`config.mk`:
```
export PLATFORM = sky130hd
export DESIGN_NAME = adc_seq
export DESIGN_NICKNAME = d
export VERILOG_FILES = /design/src/rtl/adc_seq.sv
export SDC_FILE = /design/constraint.sdc
export NUM_CORES = 1
export LEC_CHECK = 0
export BUFFER_PORTS_ARGS = -buffer_cell sky130_fd_sc_hd__buf_4
export CAP_MARGIN = 20
export CORE_MARGIN = 3
export CORE_UTILIZATION = 55
export CTS_BUF_LIST = sky130_fd_sc_hd__clkbuf_4
export CTS_CLUSTER_SIZE = 12
export DETAILED_ROUTE_END_ITERATION = 8
export PLACE_DENSITY = 0.77
export SYNTH_ARGS = -nofsm -noshare
export SYNTH_HDL_FRONTEND = slang
export SYNTH_SLANG_ARGS = --single-unit
```
`constraint.sdc`:
```
create_clock -name clk -period 2.7 [get_ports clk]
set_clock_uncertainty 0.1 [all_clocks]
set_input_delay 0.405 -clock clk [delete_from_list [all_inputs] [get_ports clk]]
set_output_delay 0.405 -clock clk [all_outputs]
set_load 0.01 [all_outputs]
```
`src/rtl/adc_seq.sv`:
```
module adc_seq #(
  parameter int DW         = 8,
  parameter int AW         = 3,
  parameter int CONV_CYC   = 32,
  parameter int SAMPLE_CYC = 12
) (
  input  logic          clk,
  input  logic          rst_n,
  input  logic [AW-1:0] bus_addr,
  input  logic [DW-1:0] bus_wdata,
  input  logic          bus_we,
  output logic [DW-1:0] bus_rdata,
  output logic [2:0]    conv_chan,
  output logic          conv_sample,
  input  logic [DW-1:0] conv_code,
  input  logic          conv_done
);
  localparam int NSLOT = 4;
  localparam int CW    = $clog2(CONV_CYC);
  localparam logic [AW-1:0] A_CTL = AW'(0);
  localparam logic [AW-1:0] A_OPT = AW'(5);
  localparam logic [CW-1:0] LAST  = CW'(CONV_CYC - 1);

  logic [5:0]    cfg;
  logic          ccf, pwr, busy;
  logic [CW-1:0] ctr;
  logic [1:0]    slot;
  logic [DW-1:0] res [NSLOT];

  wire wr_ctl = bus_we && (bus_addr == A_CTL);
  wire wr_opt = bus_we && (bus_addr == A_OPT);
  wire take   = busy && pwr && !wr_ctl && (ctr == LAST) && conv_done;
  wire scan   = cfg[5];
  wire mult   = cfg[4];

  always_ff @(posedge clk or negedge rst_n)
    if (!rst_n)      pwr <= 1'b0;
    else if (wr_opt) pwr <= bus_wdata[DW-1];

  always_ff @(posedge clk or negedge rst_n) begin
    if (!rst_n) begin
      cfg  <= '0;
      ccf  <= 1'b0;
      busy <= 1'b0;
      ctr  <= '0;
      slot <= '0;
    end else if (wr_ctl) begin
      cfg  <= bus_wdata[5:0];
      ccf  <= 1'b0;
      busy <= pwr;
      ctr  <= '0;
      slot <= '0;
    end else if (!pwr) begin
      busy <= 1'b0;
    end else if (busy) begin
      if (take) begin
        ctr  <= '0;
        slot <= slot + 2'd1;
        if (slot == 2'd3) begin
          ccf <= 1'b1;
          if (!scan) busy <= 1'b0;
        end
      end else if (ctr != LAST) begin
        ctr <= ctr + CW'(1);
      end
    end
  end

  for (genvar k = 0; k < NSLOT; k++) begin : g_res
    always_ff @(posedge clk or negedge rst_n)
      if (!rst_n)                         res[k] <= '0;
      else if (take && slot == 2'(k))     res[k] <= conv_code;
  end

  assign conv_chan   = mult ? {cfg[2], slot} : cfg[2:0];
  assign conv_sample = busy && (ctr < CW'(SAMPLE_CYC));

  always_comb begin
    case (bus_addr)
      A_CTL:   bus_rdata = DW'({ccf, 1'b0, cfg});
      AW'(1):  bus_rdata = res[0];
      AW'(2):  bus_rdata = res[1];
      AW'(3):  bus_rdata = res[2];
      AW'(4):  bus_rdata = res[3];
      A_OPT:   bus_rdata = {pwr, {(DW-1){1'b0}}};
      default: bus_rdata = '0;
    endcase
  end
endmodule

```
* After elaboration in Yosys (flattened, before gate mapping)
Cells that the tools add are included.
Word-level totals: bits in registers 48, input port bits 23, output and inout bits 12, logic and storage cells 67
Operators by class: add/sub/neg operators 2, magnitude comparators 1, eq/ne operators 10, muxes and demuxes 22, reduce and logical (&&, ||, !) cells 22
Operator list (count):
- $pmux 8 s6 | 1
- $mux 5 | 5
- $logic_and 1x1->1 | 11
- $mux 1 | 11
- $mux 2 | 5
- $reduce_bool 2->1 | 4
- $eq 3x2->1 const B | 2
- $eq 3x3->1 const B | 2
- $reduce_and 3->1 | 2
- $add 5x1->5 const B | 1
- $eq 5x5->1 const B | 1
- $lt 5x4->1 const B | 1
- $ne 5x5->1 const B | 1
- $eq 2x2->1 const B | 2
- $reduce_and 4->1 | 1
- $eq 3x1->1 const B | 1
- $logic_not 3->1 | 1
- $reduce_bool 3->1 | 1
- $add 2x1->2 const B | 1
- $eq 2x1->1 const B | 1
- $logic_not 2->1 | 1
- $logic_not 1->1 | 1

* Depth between registers and ports, before layout
Gate-level depths: netlist of the first run.
depth in word-level cells 10, gate-level depth with buffers 7, gate-level depth less buffers 6

* Worst setup path before layout of the first run
OpenSTA, ideal clock, no wires.
path kind register to register, start register ctr[0], end register res[11] (netlist name), setup time 0.125 ns, data arrival time 1.794 ns, data required time 2.475 ns, path slack 0.681 ns, stages on the path, launching flop included 8, path buffers 1, clock period less this slack 2.019 ns, cells stage by stage dfrtp_1 -> ha_1 -> and3_1 -> ha_1 -> and4_1 -> buf_2 -> nand3_4 -> mux2_2
On the way: cells in the longest elaborated chain, start to end 4
Ends and longest elaborated chain:
- start, declared | RTL line 26 | logic [CW-1:0] ctr;
- start signal, assigned | RTL line 64 | ctr <= ctr + CW'(1);
- $eq 5x5->1 | RTL line 32 | wire take = busy && pwr && !wr_ctl && (ctr == LAST) && conv_done;
- $logic_and 1x1->1 (2 in series) | RTL line 32
- $logic_and 1x1->1 | RTL line 72 | else if (take && slot == 2'(k)) res[k] <= conv_code;
- end signal, assigned by index | RTL line 72
- end, declared | RTL line 28 | logic [DW-1:0] res [NSLOT];
No other way between the ends. A chain may end at the register's enable or synchronous reset.

* Final worst setup path of the first run
start register ctr[0], end register res[10] (netlist name)
Same word-level chain as after synthesis.

==> key figures, run 1 <==
Final layout
  – Most frequent cells in the layout: dfrtp_1, mux2_2, buf_4
  – Final std cells w/o fill: 274
  – Post-route cell area: ~0.0027 sq mm
  – Synth-to-layout area growth: 14.1%
  – Final-stage net count: approximately 250
  – # diodes: 0
  – Commonest non-fill, non-tap cell in the layout: dfrtp_1
  – Final core utilization: around two thirds
  – Layout cells sized above 1: ~40%

Clock network
  – Depth of the CTS H-tree: 2
  – Post-cts sizing count: 0
  – Deepest clock path buffer count: 2
  – TritonCTS clock tree: done
  – Clk slew on worst S/H paths: 0.13 ns
  – Postcts setup bufs: 0
  – Clk Latency, worst-skew pair: about 0.35 ns
  – Hold_buf cts: 1
  – Root Driver: clkbuf_4
  – Clock Sink Count: 48
  – CTS buffer count: 5

Placed design
  – Post-DP HPWL: 3420 microns
  – Area after DPL: about 0.0026 sq mm
  – IO buf count: 33
  – Worst slack at placement: 0.394 ns
  – RePlAce Congestion: between 0.7 and 0.8
  – Placed insts: around 270

Timing
  – Relative slew slack: approximately 60%
  – Slew @ Worst Pin: between 0.5 and 0.6 ns
  – Fin crit period: ~2.3 ns
  – Tcrit/Tclk final: between 80 and 90%
  – Final WS setup: 0.377 ns
  – Setup_tns: 0 ns
  – Hold Fails Final Rpt: 0
  – RSZ-0062 raised after global routing: false
  – Final setup violation count: 0
  – Peak Freq: ~0.43 GHz
  – Slew Viols, Final: 0

GRT
  – Total GRT Usage: around a fifth
  – Pin count of the biggest net entering global routing: 49
  – Antenna violations before repair: 0
  – Vias in the first global route: roughly 1.7k
  – Grt ovf: 0
  – First-pass GRT wire length: around 8300 microns

Synth
  – Post-synthesis sequential element count: 48
  – Mapped Area: ~0.0024 sq mm
  – Synth area leader: dfrtp_1
  – Share of Yosys cell area claimed by the top area cell type: approximately half
  – Count of cell types in the netlist: 36
  – Syn_nets: about 220
  – Most used DFF post-synth: dfrtp_1
  – Syn_area_per_cell: around 13 sq um
  – EDFF count, synth: 0
  – Register area share after synthesis: ~50%
  – Asr flop ratio synth: 100%
  – Ys Warns: 0
  – Syn Inst Count: 189
  – Area contributors post-synth: dfrtp_1, mux2_2, ha_1

Pwr
  – Clock share of power: about 26%
  – Sw Pwr: 335 uW
  – Leak: roughly 0.0014 uW
  – Register share of total power: about three fifths
  – PD cells: 478 mW/mm^2
  – Internal power: between 900 and 1000 uW
  – Logic pwr share: a little over an eighth
  – VDD IR max: between 0.2 and 0.3 mV
  – Sw frac: roughly 26%

Critical path
  – Worst path required time: about 2.9 ns
  – CP delay by family, top: simple AND/OR/NAND/NOR gates
  – Slowest stage delay, CP: 0.58 ns
  – Crit end category: flop
  – Arrival @ worst endpoint: between 2 and 2.5 ns
  – Critical-path top delay cell: and4_1
  – WP buf/inv: 0
  – Crit-path cells: ha_1 -> and3_1 -> ha_1 -> and4_1 -> nand3_4 -> mux2_1
  – Startpoint types: flop
  – WS Path Type: flop to flop
  – Cell mode on critical path: ha_1
  – Critical path peak fanout: 9

Detailed routing
  – Routed wire length: between 4000 and 5000 microns
  – Initial DRT Pass Iterations: 4
  – # DRC: 0
  – Drt via density: 5.72
  – Detail Route Antenna Nets: 0
  – Routed len/inst: around 18 microns
  – Starting DRT DRC Count: about 170
  – DR vias: about 1.6k

Floorplan
  – Die area: a little over 0.005 sq mm
  – IO Count: 35
  – Core Box Area: between 0.004 and 0.005 sq mm
  – Die height: 71.7 microns
  – Rows: 23
  – Die extent in x: roughly 70 microns
  – Initial core utilization: about 58%

Min path
  – Hold WC Path Type: primary input to flop

Job
  – Max Cap Viol: 0

Status
  – Status: complete, no violations
[power groups by stage]
stage | sequential (uW) | clock [uW] | combinational (uW)
5_1_grt | 802 | 374 | 191
4_1_cts | 794 | 339 | 172
3_5_place_dp | 808 | 0 | 170
3_3_place_gp | 804 | 0 | 162
2_1_floorplan | 794 | 0 | 95.2
6_report | 795 | 330 | 170
[Yosys cell counts, types with 2 or more instances]
master,count
inv_1,5
nand3_1,2
clkbuf_1,4
dfrtp_1,48
a22oi_1,8
o21ai_0,3
o22ai_1,6
nand3_4,4
nand2_1,19
nor2_1,9
mux2i_1,6
ha_1,6
a21oi_1,2
buf_6,2
mux2_2,40
nor2b_1,3
xor2_1,2
mux4_2,2
[metrics by stage]
step	total power, uW	hold slack, ns
5_1_grt	1370	0.113
3_5_place_dp	978	0.350
2_1_floorplan	889	0.00941
3_3_place_gp	966	0.335
4_1_cts	1310	0.126
6_report	1290	0.132
[cell families (layout without fill, tap and decap cells)]
logic type,count (synthesis),after routing,synth area share (%)
xor gates and xnor gates,3,3,1.11
DFF,48,48,50.6
buffers and inverters,13,48,2.90
adders and majority gates,6,6,3.16
and+or+nand+nor,47,47,11.9
muxes,49,49,23.9
AOI/OAI and AO/OA,23,23,6.48
[layer usage]
| layer | GRT usage [%] | vias up | part of all wire, % |
|---|---|---|---|
| met1 | 29.4 | 775 | 46 |
| met3 | 5.05 | 5 | 4.4 |
| met5 | 0 | - | 0 |
| met4 | 4.38 | 0 | 0.79 |
| li1 | - | 752 | - |
| met2 | 34.1 | 36 | 48 |
[sequential cells by signal, indices dropped and copies added, names as in the netlist]
signal	flops
slot	2
ctr	5
busy	1
ccf	1
pwr	1
res	32
cfg	6
[tightest hold or removal path, stage by stage]
cell	delay, ns
buf_4	0.07
nand2_1	0.04
nand2_1	0.05
[final cells by class]
type / instances / area (sq um)
sequential: 48 / 1200
timing repair buffer: 35 / 265
clock buffer: 7 / 52.6
tap: 50 / 62.6
clock inverter: 1 / 3.75
fill: 320 / 1380
multi-input combinational: 128 / 1100
inverter: 5 / 18.8
[path summary, 6_finish.rpt]
path                               from  endpoint  slack [ns]  cells after the start
hold reg to reg                 res[20]   res[20]        0.42                      1
min in group asynchronous         rst_n   slot[1]        0.50                      2
hold / removal             bus_wdata[4]    cfg[4]        0.13                      3
setup reg to reg                 ctr[0]   res[10]        0.38                      6
setup / recovery                 ctr[0]   res[10]        0.38                      6
max in group asynchronous         rst_n   res[24]        1.61                      2
Note: power is estimated with default switching activity, not from simulation.
==> run 2, diff against run 1 <==
--- a/config.mk
+++ b/config.mk
@@ -9,7 +9,6 @@
 export CAP_MARGIN = 20
 export CORE_MARGIN = 3
 export CORE_UTILIZATION = 55
-export CTS_BUF_LIST = sky130_fd_sc_hd__clkbuf_4
 export CTS_CLUSTER_SIZE = 12
 export DETAILED_ROUTE_END_ITERATION = 8
 export PLACE_DENSITY = 0.77
==> constraint.sdc (replaced) <==
create_clock -name clk -period 2.9 [get_ports clk]
set_clock_uncertainty 0.1 [all_clocks]
set_input_delay 0.435 -clock clk [delete_from_list [all_inputs] [get_ports clk]]
set_output_delay 0.435 -clock clk [all_outputs]
set_load 0.01 [all_outputs]
==> run 2 against run 1 <==
Net effect:
- sequential share of layout area down 0.73 points
- core utilization grew 1.1 points
- hold slack worse by 0.095 ns
- first-iteration DRC count is 51% lower
- wire length up 1.6%
- total power increased by 5.6%
- combinational power decreased by 8%
- count of clock-buffer cells in the layout down 2
- register-to-register slack gained 0.19 ns
- fmax down 0.38%
- final cell count fell by 0.36%
- critical endpoint unchanged
==> key figures, run 2 (synthesis gave the netlist of run 1 again) <==
Final layout
  – Most frequent cells in the layout: dfrtp_1, mux2_2, buf_4 (unchanged)
  – Synth-to-layout area growth: 16.0% (was 14.1%)
  – # diodes: 0 (unchanged)
  – Filler cells: 318 (was 320)
  – Multi-input logic area: 0.00110 sq mm (unchanged)
  – Post-route cell area: 0.00275 sq mm (was 0.00271 sq mm)
  – Largest reg by FF count: res (unchanged)
  – Max reg flops: 32 (unchanged)
  – Final-stage net count: 251 (was 252)
  – Commonest non-fill, non-tap cell in the layout: dfrtp_1 (unchanged)
  – Layout cells sized above 1: 40.4% (was 39.7%)
  – FF+latch area: 0.00120 sq mm (unchanged)
  – Biggest regs: res x32, cfg x6, ctr x5 (unchanged)

Pwr
  – VDD IR max: 0.454 mV (was 0.263 mV)
  – PD cells: 496 mW/mm^2 (was 478 mW/mm^2)
  – Leak: 0.00138 uW (was 0.00137 uW)

Clock network
  – Clock Sink Count: 48 (unchanged)
  – TritonCTS clock tree: done (unchanged)
  – Clk Latency, worst-skew pair: 0.29 ns (was 0.35 ns)
  – Post-cts sizing count: 0 (unchanged)
  – CTS buffer count: 5 (unchanged)
  – Hold_buf cts: 0 (was 1)
  – Depth of the CTS H-tree: 2 (unchanged)
  – Root Driver: clkbuf_8 (was clkbuf_4)
  – Clk slew on worst S/H paths: 0.09 ns (was 0.13 ns)
  – Deepest clock path buffer count: 2 (unchanged)
  – Postcts setup bufs: 0 (unchanged)

Floorplan
  – Initial core utilization: 58.1% (unchanged)
  – Die height: 71.7 microns (unchanged)
  – Rows: 23 (unchanged)
  – Die extent in x: 71.7 microns (unchanged)
  – Die area: 0.00514 sq mm (unchanged)
  – Core Box Area: 0.00409 sq mm (unchanged)
  – IO Count: 35 (unchanged)

GRT
  – Pin count of the biggest net entering global routing: 49 (unchanged)
  – Grt ovf: 0 (unchanged)
  – Total GRT Usage: 20.8% (was 21.1%)
  – Antenna violations before repair: 0 (unchanged)
  – First-pass GRT wire length: 8280 microns (was 8350 microns)
  – Vias in the first global route: 1679 (was 1706)

Placed design
  – IO buf count: 33 (unchanged)
  – Post-DP HPWL: 3430 microns (was 3420 microns)
  – Area after DPL: 0.00264 sq mm (unchanged)
  – RePlAce Congestion: 0.799 (was 0.775)

Critical path
  – Slowest stage delay, CP: 0.58 ns (about the same)
  – Critical-path top delay cell: and4_1 (unchanged)
  – WP buf/inv: 0 (unchanged)
  – Worst path required time: 2.98 ns (was 2.85 ns)
  – CP delay by family, top: simple AND/OR/NAND/NOR gates (unchanged)
  – Startpoint types: flop (unchanged)
  – Arrival @ worst endpoint: 2.41 ns (was 2.47 ns)
  – Crit end category: flop (unchanged)
  – Crit-path cells: ha_1 -> and3_1 -> ha_1 -> and4_1 -> nand3_4 -> mux2_1 (unchanged)
  – Cell mode on critical path: ha_1 (unchanged)
  – Critical path peak fanout: 9 (unchanged)
  – WS Path Type: flop to flop (unchanged)

Min path
  – Hold WC Path Type: primary input to async pin (was primary input to flop)

Detailed routing
  – # DRC: 0 (unchanged)
  – Routed wire length: 4900 microns (was 4830 microns)
  – Starting DRT DRC Count: 84 (was 171)
  – Initial DRT Pass Iterations: 4 (unchanged)
  – DR vias: 1593 (was 1568)
  – Drt via density: 5.84 (was 5.72)
  – Detail Route Antenna Nets: 0 (unchanged)
  – Routed len/inst: 18.0 microns (was 17.6 microns)

Timing
  – Setup_tns: 0 ns (unchanged)
  – Final setup violation count: 0 (unchanged)
  – Slew Viols, Final: 0 (unchanged)
  – Tcrit/Tclk final: 80.4% (was 86.0%)
  – Peak Freq: 0.429 GHz (was 0.430 GHz)
  – Hold Fails Final Rpt: 0 (unchanged)
  – RSZ-0062 raised after global routing: false (unchanged)
  – Slew @ Worst Pin: 0.595 ns (was 0.593 ns)
  – Relative slew slack: 60.3% (was 60.5%)
  – Fin crit period: 2.33 ns (was 2.32 ns)

Job
  – Max Cap Viol: 0 (unchanged)

Status
  – Status: complete, no violations (unchanged)
==> run 2: where the power goes <==
part | internal [uW] | leakage [uW] | total [uW] | switching (uW)
Sequential | 703 | 0.000658 | 740 | 36.7
Clock | 255 | 0.0000541 | 470 | 215
Combinational | 76.9 | 0.000669 | 157 | 80.0
==> run 2: metal layers <==
metal,routed length [microns],track usage [%],up-vias
met1,2190,27.9,804
met4,38,5.22,0
li1,-,-,744
met5,0,0,-
met3,215,5.33,4
met2,2460,34.1,41
==> run 2: final timing paths <==
kind,start,end,slack [ns],cells past startpoint
min in group clk,bus_wdata[0],cfg[0],0.23,3
setup / recovery,ctr[0],res[10],0.57,6
hold reg to reg,res[7],res[7],0.41,1
max in group asynchronous,rst_n,res[14],2.26,1
hold / removal,rst_n,slot[0],0.04,1
setup reg to reg,ctr[0],res[10],0.57,6
==> run 2: final cells by class <==
| cell class | count | share of cell area, % |
|---|---|---|
| Clock inverter | 3 | 1.54 |
| Clock buffer | 5 | 2.50 |
| Timing Repair Buffer | 34 | 9.27 |
| Multi-Input combinational cell | 128 | 40.1 |
| Sequential cell | 48 | 43.6 |
| Tap cell | 50 | 2.27 |
| Inverter | 5 | 0.682 |
==> run 2: stage by stage <==
| stage | hold slack (ns) | std cells | total power, uW | utilization, % | worst slack [ns] |
|---|---|---|---|---|---|
| 2_1_floorplan | 0.0394 | 189 | 828 | - | 0.881 |
| 3_3_place_gp | 0.366 | 265 | 899 | 64.7 | 0.672 |
| 3_5_place_dp | 0.384 | 265 | 910 | 64.7 | 0.592 |
| 4_1_cts | 0.0655 | 273 | 1380 | 67.4 | 0.576 |
| 5_1_grt | 0.0783 | 273 | 1430 | 67.4 | 0.447 |
| 6_report | 0.0367 | 273 | 1370 | 67.4 | 0.568 |
==> run 2: worst register-to-register path, delay by kind of cell (launching register included) <==
family,cells,cell delay (ns)
flops,1,0.39
simple gates,3,1.02
fa+ha+maj,2,0.35
mux,1,0.38
